<file path="src/rtl/berm_pkg.sv">
package berm_pkg;

  typedef struct packed {
    logic clearCnt;
    logic countEn;
  } berm_strobe_t;

  typedef enum logic [1:0] {
    MS_IDLE   = 2'd0,
    MS_SETTLE = 2'd1,
    MS_WINDOW = 2'd2,
    MS_DONE   = 2'd3
  } berm_state_t;

  // Next PRBS-7 byte (x^7 + x^6 + 1), earliest bit in bit 7.
  function automatic logic [7:0] prbsByte(input logic [6:0] seed);
    logic [6:0] s;
    logic       nb;
    logic [7:0] b;
    s = seed;
    b = '0;
    for (int i = 0; i < 8; i++) begin
      nb       = s[6] ^ s[5];
      b[7 - i] = nb;
      s        = {s[5:0], nb};
    end
    return b;
  endfunction

endpackage

</file>
<file path="src/rtl/berm_datapath.sv">
module berm_datapath
  import berm_pkg::*;
#(
  parameter int CNT_W    = 32,
  parameter int LOCK_RUN = 16
) (
  input  logic             clk,
  input  logic             rstN,
  input  logic [7:0]       rxData,
  input  logic             rxValid,
  input  logic             rxAligned,
  input  berm_strobe_t     strobes,
  output logic [CNT_W-1:0] totalCnt,
  output logic [CNT_W-1:0] errCnt
);
  localparam int RUN_W = $clog2(LOCK_RUN + 1);
  localparam logic [CNT_W-1:0] CNT_MAX = '1;

  logic [6:0]       refState;
  logic [RUN_W-1:0] matchRun;
  logic             locked;
  logic [7:0]       predByte;
  logic             byteBad;
  logic             seedOk;
  logic             countHit;

  assign predByte = prbsByte(refState);
  assign byteBad  = (rxData != predByte);
  assign seedOk   = (refState != 7'd0);
  assign countHit = strobes.countEn && rxValid && rxAligned && locked;

  // reference tracking and lock
  always_ff @(posedge clk) begin
    if (!rstN || !rxAligned) begin
      refState <= '0;
      matchRun <= '0;
      locked   <= 1'b0;
    end else if (rxValid) begin
      if (locked) begin
        refState <= predByte[6:0];
      end else begin
        refState <= rxData[6:0];
        if (seedOk && !byteBad) begin
          matchRun <= matchRun + 1'b1;
          if (matchRun == RUN_W'(LOCK_RUN - 1)) locked <= 1'b1;
        end else begin
          matchRun <= '0;
        end
      end
    end
  end

  // saturating counters, clear has priority
  always_ff @(posedge clk) begin
    if (!rstN || strobes.clearCnt) begin
      totalCnt <= '0;
      errCnt   <= '0;
    end else if (countHit) begin
      if (totalCnt != CNT_MAX) totalCnt <= totalCnt + 1'b1;
      if (byteBad && errCnt != CNT_MAX) errCnt <= errCnt + 1'b1;
    end
  end

endmodule

</file>
<file path="src/rtl/berm_ctrl.sv">
module berm_ctrl
  import berm_pkg::*;
#(
  parameter int CNT_W         = 32,
  parameter int SETTLE_CYCLES = 256,
  parameter int WINDOW_BYTES  = 17_500_000
) (
  input  logic             clk,
  input  logic             rstN,
  input  logic             spiSclk,
  input  logic             spiCsN,
  input  logic             spiMosi,
  output logic             spiMiso,
  input  logic [CNT_W-1:0] totalCnt,
  input  logic [CNT_W-1:0] errCnt,
  output logic [6:0]       phaseSel,
  output berm_strobe_t     strobes,
  output logic             startPulse,
  output logic             busy,
  output logic             done
);
  localparam int TMR_MAX = (SETTLE_CYCLES > WINDOW_BYTES) ? SETTLE_CYCLES : WINDOW_BYTES;
  localparam int TMR_W   = $clog2(TMR_MAX + 1);

  logic [2:0]       sclkSync;
  logic [1:0]       csSync;
  logic [1:0]       mosiSync;
  logic             sclkRise, sclkFall, csActive;
  logic [4:0]       bitCnt;
  logic [14:0]      rxShift;
  logic [7:0]       txShift;
  logic [7:0]       cmdNow;
  logic [31:0]      totalExt, errExt;
  logic [7:0]       respByte;
  berm_state_t      mState;
  logic [TMR_W-1:0] timer;

  assign sclkRise = sclkSync[1] & ~sclkSync[2];
  assign sclkFall = ~sclkSync[1] & sclkSync[2];
  assign csActive = ~csSync[1];
  assign cmdNow   = {rxShift[6:0], mosiSync[1]};
  assign totalExt = 32'(totalCnt);
  assign errExt   = 32'(errCnt);
  assign busy     = (mState == MS_SETTLE) || (mState == MS_WINDOW);
  assign done     = (mState == MS_DONE);

  assign startPulse = csActive && sclkRise && (bitCnt == 5'd15) && (rxShift[14:7] == 8'h01);
  assign strobes.clearCnt = startPulse;
  assign strobes.countEn  = (mState == MS_WINDOW);
  assign spiMiso = csActive && (bitCnt >= 5'd8) ? txShift[7] : 1'b0;

  always_comb begin
    case (cmdNow)
      8'h02:   respByte = {6'd0, done, busy};
      8'h03:   respByte = totalExt[31:24];
      8'h04:   respByte = totalExt[23:16];
      8'h05:   respByte = totalExt[15:8];
      8'h06:   respByte = totalExt[7:0];
      8'h07:   respByte = errExt[31:24];
      8'h08:   respByte = errExt[23:16];
      8'h09:   respByte = errExt[15:8];
      8'h0A:   respByte = errExt[7:0];
      default: respByte = 8'h00;
    endcase
  end

  // SPI slave, mode 0, oversampled by the byte clock
  always_ff @(posedge clk) begin
    if (!rstN) begin
      sclkSync <= '0;
      csSync   <= '1;
      mosiSync <= '0;
      bitCnt   <= '0;
      rxShift  <= '0;
      txShift  <= '0;
      phaseSel <= '0;
    end else begin
      sclkSync <= {sclkSync[1:0], spiSclk};
      csSync   <= {csSync[0], spiCsN};
      mosiSync <= {mosiSync[0], spiMosi};
      if (!csActive) begin
        bitCnt <= '0;
      end else if (sclkRise) begin
        rxShift <= {rxShift[13:0], mosiSync[1]};
        bitCnt  <= bitCnt + 1'b1;
        if (bitCnt == 5'd7) txShift <= respByte;
        if (startPulse) phaseSel <= cmdNow[6:0];
      end else if (sclkFall && bitCnt > 5'd8) begin
        txShift <= {txShift[6:0], 1'b0};
      end
    end
  end

  // measurement sequencer
  always_ff @(posedge clk) begin
    if (!rstN) begin
      mState <= MS_IDLE;
      timer  <= '0;
    end else if (startPulse) begin
      mState <= MS_SETTLE;
      timer  <= '0;
    end else begin
      case (mState)
        MS_SETTLE: begin
          if (timer == TMR_W'(SETTLE_CYCLES - 1)) begin
            mState <= MS_WINDOW;
            timer  <= '0;
          end else timer <= timer + 1'b1;
        end
        MS_WINDOW: begin
          if (timer == TMR_W'(WINDOW_BYTES - 1)) begin
            mState <= MS_DONE;
            timer  <= '0;
          end else timer <= timer + 1'b1;
        end
        default: timer <= '0;
      endcase
    end
  end

endmodule

</file>
<file path="src/rtl/prbs_ber_meter.sv">
module prbs_ber_meter
  import berm_pkg::*;
#(
  parameter int CNT_W         = 32,
  parameter int SETTLE_CYCLES = 256,
  parameter int WINDOW_BYTES  = 17_500_000,
  parameter int LOCK_RUN      = 16
) (
  input  logic       clk,
  input  logic       rstN,
  input  logic [7:0] rxData,
  input  logic       rxValid,
  input  logic       rxAligned,
  input  logic       spiSclk,
  input  logic       spiCsN,
  input  logic       spiMosi,
  output logic       spiMiso,
  output logic [6:0] phaseSel
);
  berm_strobe_t     strobes;
  logic [CNT_W-1:0] totalCnt;
  logic [CNT_W-1:0] errCnt;
  logic             startPulse;
  logic             busy;
  logic             done;

  berm_ctrl #(
    .CNT_W(CNT_W), .SETTLE_CYCLES(SETTLE_CYCLES), .WINDOW_BYTES(WINDOW_BYTES)
  ) u_ctrl (
    .clk(clk), .rstN(rstN),
    .spiSclk(spiSclk), .spiCsN(spiCsN), .spiMosi(spiMosi), .spiMiso(spiMiso),
    .totalCnt(totalCnt), .errCnt(errCnt),
    .phaseSel(phaseSel), .strobes(strobes),
    .startPulse(startPulse), .busy(busy), .done(done)
  );

  berm_datapath #(
    .CNT_W(CNT_W), .LOCK_RUN(LOCK_RUN)
  ) u_dp (
    .clk(clk), .rstN(rstN),
    .rxData(rxData), .rxValid(rxValid), .rxAligned(rxAligned),
    .strobes(strobes),
    .totalCnt(totalCnt), .errCnt(errCnt)
  );

endmodule

</file>
<file path="config.mk">
export PLATFORM = sky130hd
export DESIGN_NAME = prbs_ber_meter
export DESIGN_NICKNAME = d
export VERILOG_FILES = /design/src/rtl/berm_pkg.sv /design/src/rtl/berm_datapath.sv /design/src/rtl/berm_ctrl.sv /design/src/rtl/prbs_ber_meter.sv
export SDC_FILE = /design/constraint.sdc
export NUM_CORES = 1
export LEC_CHECK = 0
export CAP_MARGIN = 20
export CORE_MARGIN = 3
export CORE_UTILIZATION = 58
export DETAILED_ROUTE_END_ITERATION = 8
export PLACE_DENSITY_LB_ADDON = 0.2
export SYNTH_ARGS = -nofsm -noshare
export SYNTH_HDL_FRONTEND = slang
export SYNTH_SLANG_ARGS = --single-unit
</file>
<file path="constraint.sdc">
create_clock -name clk -period 2.8 [get_ports clk]
set_clock_uncertainty 0.05 [all_clocks]
set_input_delay 0.56 -clock clk [delete_from_list [all_inputs] [get_ports clk]]
set_output_delay 0.56 -clock clk [all_outputs]
set_load 0.02 [all_outputs]
</file>
* Word level (Yosys, flattened, before mapping)
Cells that the tools add are included.
** Operators by class
- $add $sub $neg :: 5
- Order comparisons :: 2
- Equal/unequal tests :: 26
- Muxes and demuxes :: 17
- Bitwise gates (word level) :: 15
- Reductions and logical operators :: 30
** Operator list (number)
- 8-bit one-hot mux with 9 select lines :: 1
- 32-bit by 1-bit adder with 32-bit output (second input constant) :: 2
- 32-bit != test (second input constant) :: 2
- 25-bit two-way mux :: 2
- 25-bit one-hot mux with 2 select lines :: 1
- 8-bit by 3-bit == test with 1-bit output (second input constant) :: 4
- 25-bit by 1-bit adder with 25-bit output (second input constant) :: 1
- 25-bit == test (second input constant) :: 1
- 25-bit by 8-bit == test with 1-bit output (second input constant) :: 1
- 8-bit by 4-bit == test with 1-bit output (second input constant) :: 3
- 8-bit two-way mux :: 3
- 8-bit by 2-bit == test with 1-bit output (second input constant) :: 2
- 3-bit AND reduction :: 4
- 5-bit by 1-bit adder with 5-bit output (second input constant) :: 2
- 5-bit by 4-bit == test with 1-bit output (second input constant) :: 2
- 1-bit logical AND :: 10
- 8-bit by 1-bit == test with 1-bit output (second input constant) :: 1
- 8-bit != test :: 1
- 2-bit AND reduction :: 4
- 1-bit XOR :: 8
- 7-bit two-way mux :: 1
- 7-bit nonzero test :: 1
- 2-bit != test (second input constant) :: 3
- 3-bit != test (second input constant) :: 2
- 16 further kinds :: 33
** Storage, ports and cells
- Flip-flop bits (word level) :: 146
- Input bits :: 15
- Logic and storage cells :: 110

* Depth between registers and ports, before layout
- Depth after elaboration :: 7
- Mapped depth :: 11
- Gate-level depth less buffers :: 9

* By module
A second synthesis with hierarchy kept.
** Second synthesis, totals
- Cell total of the unflattened synthesis :: 921
- Area, all modules :: 7606.0 um^2
** By module, submodules not included
- berm_datapath :: instances 1, cells an instance 478, area each 3945.0 um^2, sequential area each 1541.5 um^2
- berm_ctrl :: instances 1, cells an instance 443, area each 3661.0 um^2, sequential area each 1381.3 um^2

* Least setup slack after synthesis
Ideal clock, no wire load.
- Path type :: register to register
- From :: register u_dp.errCnt[3]
- To :: register u_dp.errCnt[27]
- Arrival time :: 2.269 ns
- Data required time :: 2.680 ns
- Path slack :: 0.410 ns
- Stages on the path, launching flop included :: 7
- Cells stage by stage :: dfxtp_1 -> nand4_4 -> or4_4 -> a211o_1 -> or4_1 -> or3_1 -> a21oi_1
** Between the ends
- Word-level cells in the longest chain between the ends :: 3
- Elaborated cells on any way between the ends :: 4
** RTL lines
- start: declaration :: line berm_datapath.sv:14 : output logic [CNT_W-1:0] errCnt
- start signal: assignment :: line berm_datapath.sv:60 : if (byteBad && errCnt != CNT_MAX) errCnt <= errCnt + 1'b1;
- parallel branches: the longest is 3 deep, another holds 32-bit by 1-bit adder with 32-bit output
Parallel ways; which one is timed is not known.
A chain may end at the register's enable or synchronous reset.

* Worst setup path after layout
- From :: register u_dp.errCnt[4]
- To :: register u_dp.errCnt[27]
Same word-level chain as after synthesis.

==> run metrics <==
crit path DAT=2.96 ns; die area=14100 um2; Power Internal=just under 0.004 W; Routed WL=17900 um; Hold Fails Final Rpt=0; vias per inst=6.05; Highest Clock Rate=roughly 0.38 GHz; all-layer global routing usage=roughly a quarter; Synth top area share=39.8%; Crit. End Element=flip-flop; I/O pin cnt=23; RSZ-0062 raised after global routing=no; critical path's largest stage delay=0.61 ns; CP Launch Type=flip-flop; WS Path Type=flip-flop to flip-flop; post-CTS resize count=0; fillers=954; Least-Margin Pin Slew=0.904 ns; period utilization=94.7%; CTS Buf Count=17; # DRC=0; count leader, synth=dfxtp_1; max_cap viols=0; switching share of power=19.5%; Synth Flop Type=dfxtp_1; Worst EP required=around 3.1 ns; global-route wire length before repair=slightly above 30000 um; overflow left after global routing=0; Die X=119 um; layout cells sized above 1=8.61%; Leakage=2.87 nW; Inserted Diodes=0; iteration-0 DRC count of the detailed router=~610; YS warnings=0; cell area after synthesis=7350 um2; Final nets=935; Cell Pwr Density=roughly 570 nW/um2; status=finished, final reports clean; CTS Hold Bufs=0; initial core utilization=60.2%; Post-synth top cells=dfxtp_1, nand2_1, nor2_1; H-tree depth=4; Seq/Total Area, Yosys=39.8%; Max clock buf depth=2; Max IR drop VDD=approximately 0.00052 V; Root Buffer=clkbuf_16; Synth async-reset ratio=0%; Post-DP HPWL=12400 um; worst skew pair latency=roughly 0.42 ns; Tmin final=2.65 ns; post-CTS setup buffers=0; Placed Area=7870 um2; Power, Total=0.00484 W; TritonCTS clock tree=built; die height=about 120 um; Worst slew margin=39.7%; count of cell types in the netlist=55; cell taking the most area after synthesis=dfxtp_1; antenna violations before repair=0; I/O Buffers=22; Placeable Area=12200 um2; Design Area, Final=8540 um2; drt pass-1 iters=5; Worst Hold Class=flip-flop to flip-flop; Comb power frac=about 2.8%; vias in the first global route=roughly 6300; RePlAce Congestion=0.885; clock sinks=146; Clock Pin Slew Worst Setup and Hold Paths=0.06 ns; post-synthesis net count=904; Site Rows=40; count of state elements after synthesis=approximately 150; largest net degree at the start of global routing=38; Crit-path slowest cell=or4_4; Clock Power Share=between 50% and 60%; P_sw=around 0.00094 W; final setup vio count=0; area grow syn2layout=16.2%; pins over their slew limit=0; CP max FO=7; average wire per standard cell=16.5 um; Syn Area/Cell=8.40 um2; total number of vias=6574; ANT nets after route=0; Seq pwr share=43.3%; critical path, cell by cell=nand4_4, or4_4, a211o_1, or4_1, or3_1, a21oi_1; Cells after Synth=875; Area contributors post-synth=dfxtp_1, xor2_1, nand2_1; Post-synth EDFFs=0
==> path summary, 6_finish.rpt <==
kind                        start         endpoint  slack, ns  cells after the start
setup / recovery   u_dp.errCnt[4]  u_dp.errCnt[27]       0.15                      6
hold reg to reg   u_ctrl.timer[0]  u_ctrl.timer[0]       0.40                      1
setup reg to reg   u_dp.errCnt[4]  u_dp.errCnt[27]       0.15                      6
hold / removal    u_ctrl.timer[0]  u_ctrl.timer[0]       0.40                      1
==> registers in the layout, indices dropped and copies added, names as in the netlist <==
register         cells
u_dp.errCnt         32
u_dp.totalCnt       32
u_ctrl.timer        25
u_ctrl.rxShift      15
u_ctrl.txShift       8
u_ctrl.phaseSel      7
u_dp.refState        7
u_ctrl.bitCnt        5
u_dp.matchRun        5
u_ctrl.sclkSync      3
u_ctrl.csSync        2
u_ctrl.mState        2
u_ctrl.mosiSync      2
u_dp.locked          1
==> area by class of cell <==
cell class | count | area (um2) | area share [%]
Clock inverter | 11 | 234 | 2.74
Inverter | 25 | 93.8 | 1.10
Multi-Input combinational cell | 663 | 4180 | 48.9
Timing Repair Buffer | 53 | 465 | 5.45
Tap cell | 168 | 210 | 2.46
Sequential cell | 146 | 2920 | 34.2
Clock buffer | 20 | 437 | 5.11
==> cell usage in the layout (no fill, tap or decap), types with 4 or more instances in the layout <==
cell type and n:
nand4_1 24, and2_1 9, inv_1 25, nor2_1 90, a41oi_1 4, a21boi_0 16, or4_1 11, nand2b_1 11
a31oi_1 6, a22oi_1 7, and3_1 17, or3_1 24, mux4_2 8, xor2_1 43, a21oi_1 40, clkdlybuf4s50_1 22
a2111oi_0 5, and4_1 9, dfxtp_1 146, mux2i_1 19, o221ai_1 4, nor3_1 17, nand2_1 90, nand3_1 52
buf_4 30, clkbuf_16 17, xnor2_1 26, nor4_1 9, ha_1 14, a211oi_1 10, nor2b_1 18, o21ai_0 36
o31ai_1 7, bufinv_16 7
==> cell families (layout without fill, tap and decap cells) <==
logic type,Yosys count,after routing,synth area share (%)
simple gates,398,398,27.6
mux,28,28,5.19
xor+xnor,69,69,8.22
compound gates,154,154,13.5
fa+ha+maj,14,14,2.38
buf+inv,66,109,3.39
flops,146,146,39.8
==> worst max-delay path, delay by kind of cell (launching register included) <==
| family | cells | cell delay [ns] |
|---|---|---|
| simple gates | 4 | 1.55 |
| flops | 1 | 0.46 |
| compound gates | 2 | 0.52 |
==> through the flow <==
stage / setup TNS (ns) / cells / setup WS, ns / hold WS, ns / util (%)
global route: 0 / 1086 / 0.0294 / 0.409 / 69.9
floorplan: 0 / 875 / 0.410 / 0.336 / -
global placement: 0 / 1055 / 0.0580 / 0.339 / 64.5
finish: 0 / 1086 / 0.149 / 0.397 / 69.9
detailed placement: -0.0196 / 1055 / -0.0196 / 0.382 / 64.5
CTS: 0 / 1086 / 0.142 / 0.391 / 69.9
==> layer usage <==
layer | up-vias | wire [um] | GRT usage [%]
li1 | 3198 | - | -
met1 | 3176 | 7800 | 32.5
met2 | 168 | 9030 | 44.5
met3 | 32 | 729 | 5.98
met4 | 0 | 333 | 7.89
met5 | - | 0 | 0
==> power by group through the flow <==
stage / Clock, W / Sequential, W / Combinational [W]
floorplan: 0 / 0.00214 / 0.0000868
global placement: 0 / 0.00214 / 0.000131
detailed placement: 0 / 0.00214 / 0.000135
CTS: 0.00263 / 0.00210 / 0.000136
global route: 0.00272 / 0.00210 / 0.000150
finish: 0.00261 / 0.00210 / 0.000136
(Power assumes the default switching activity.)
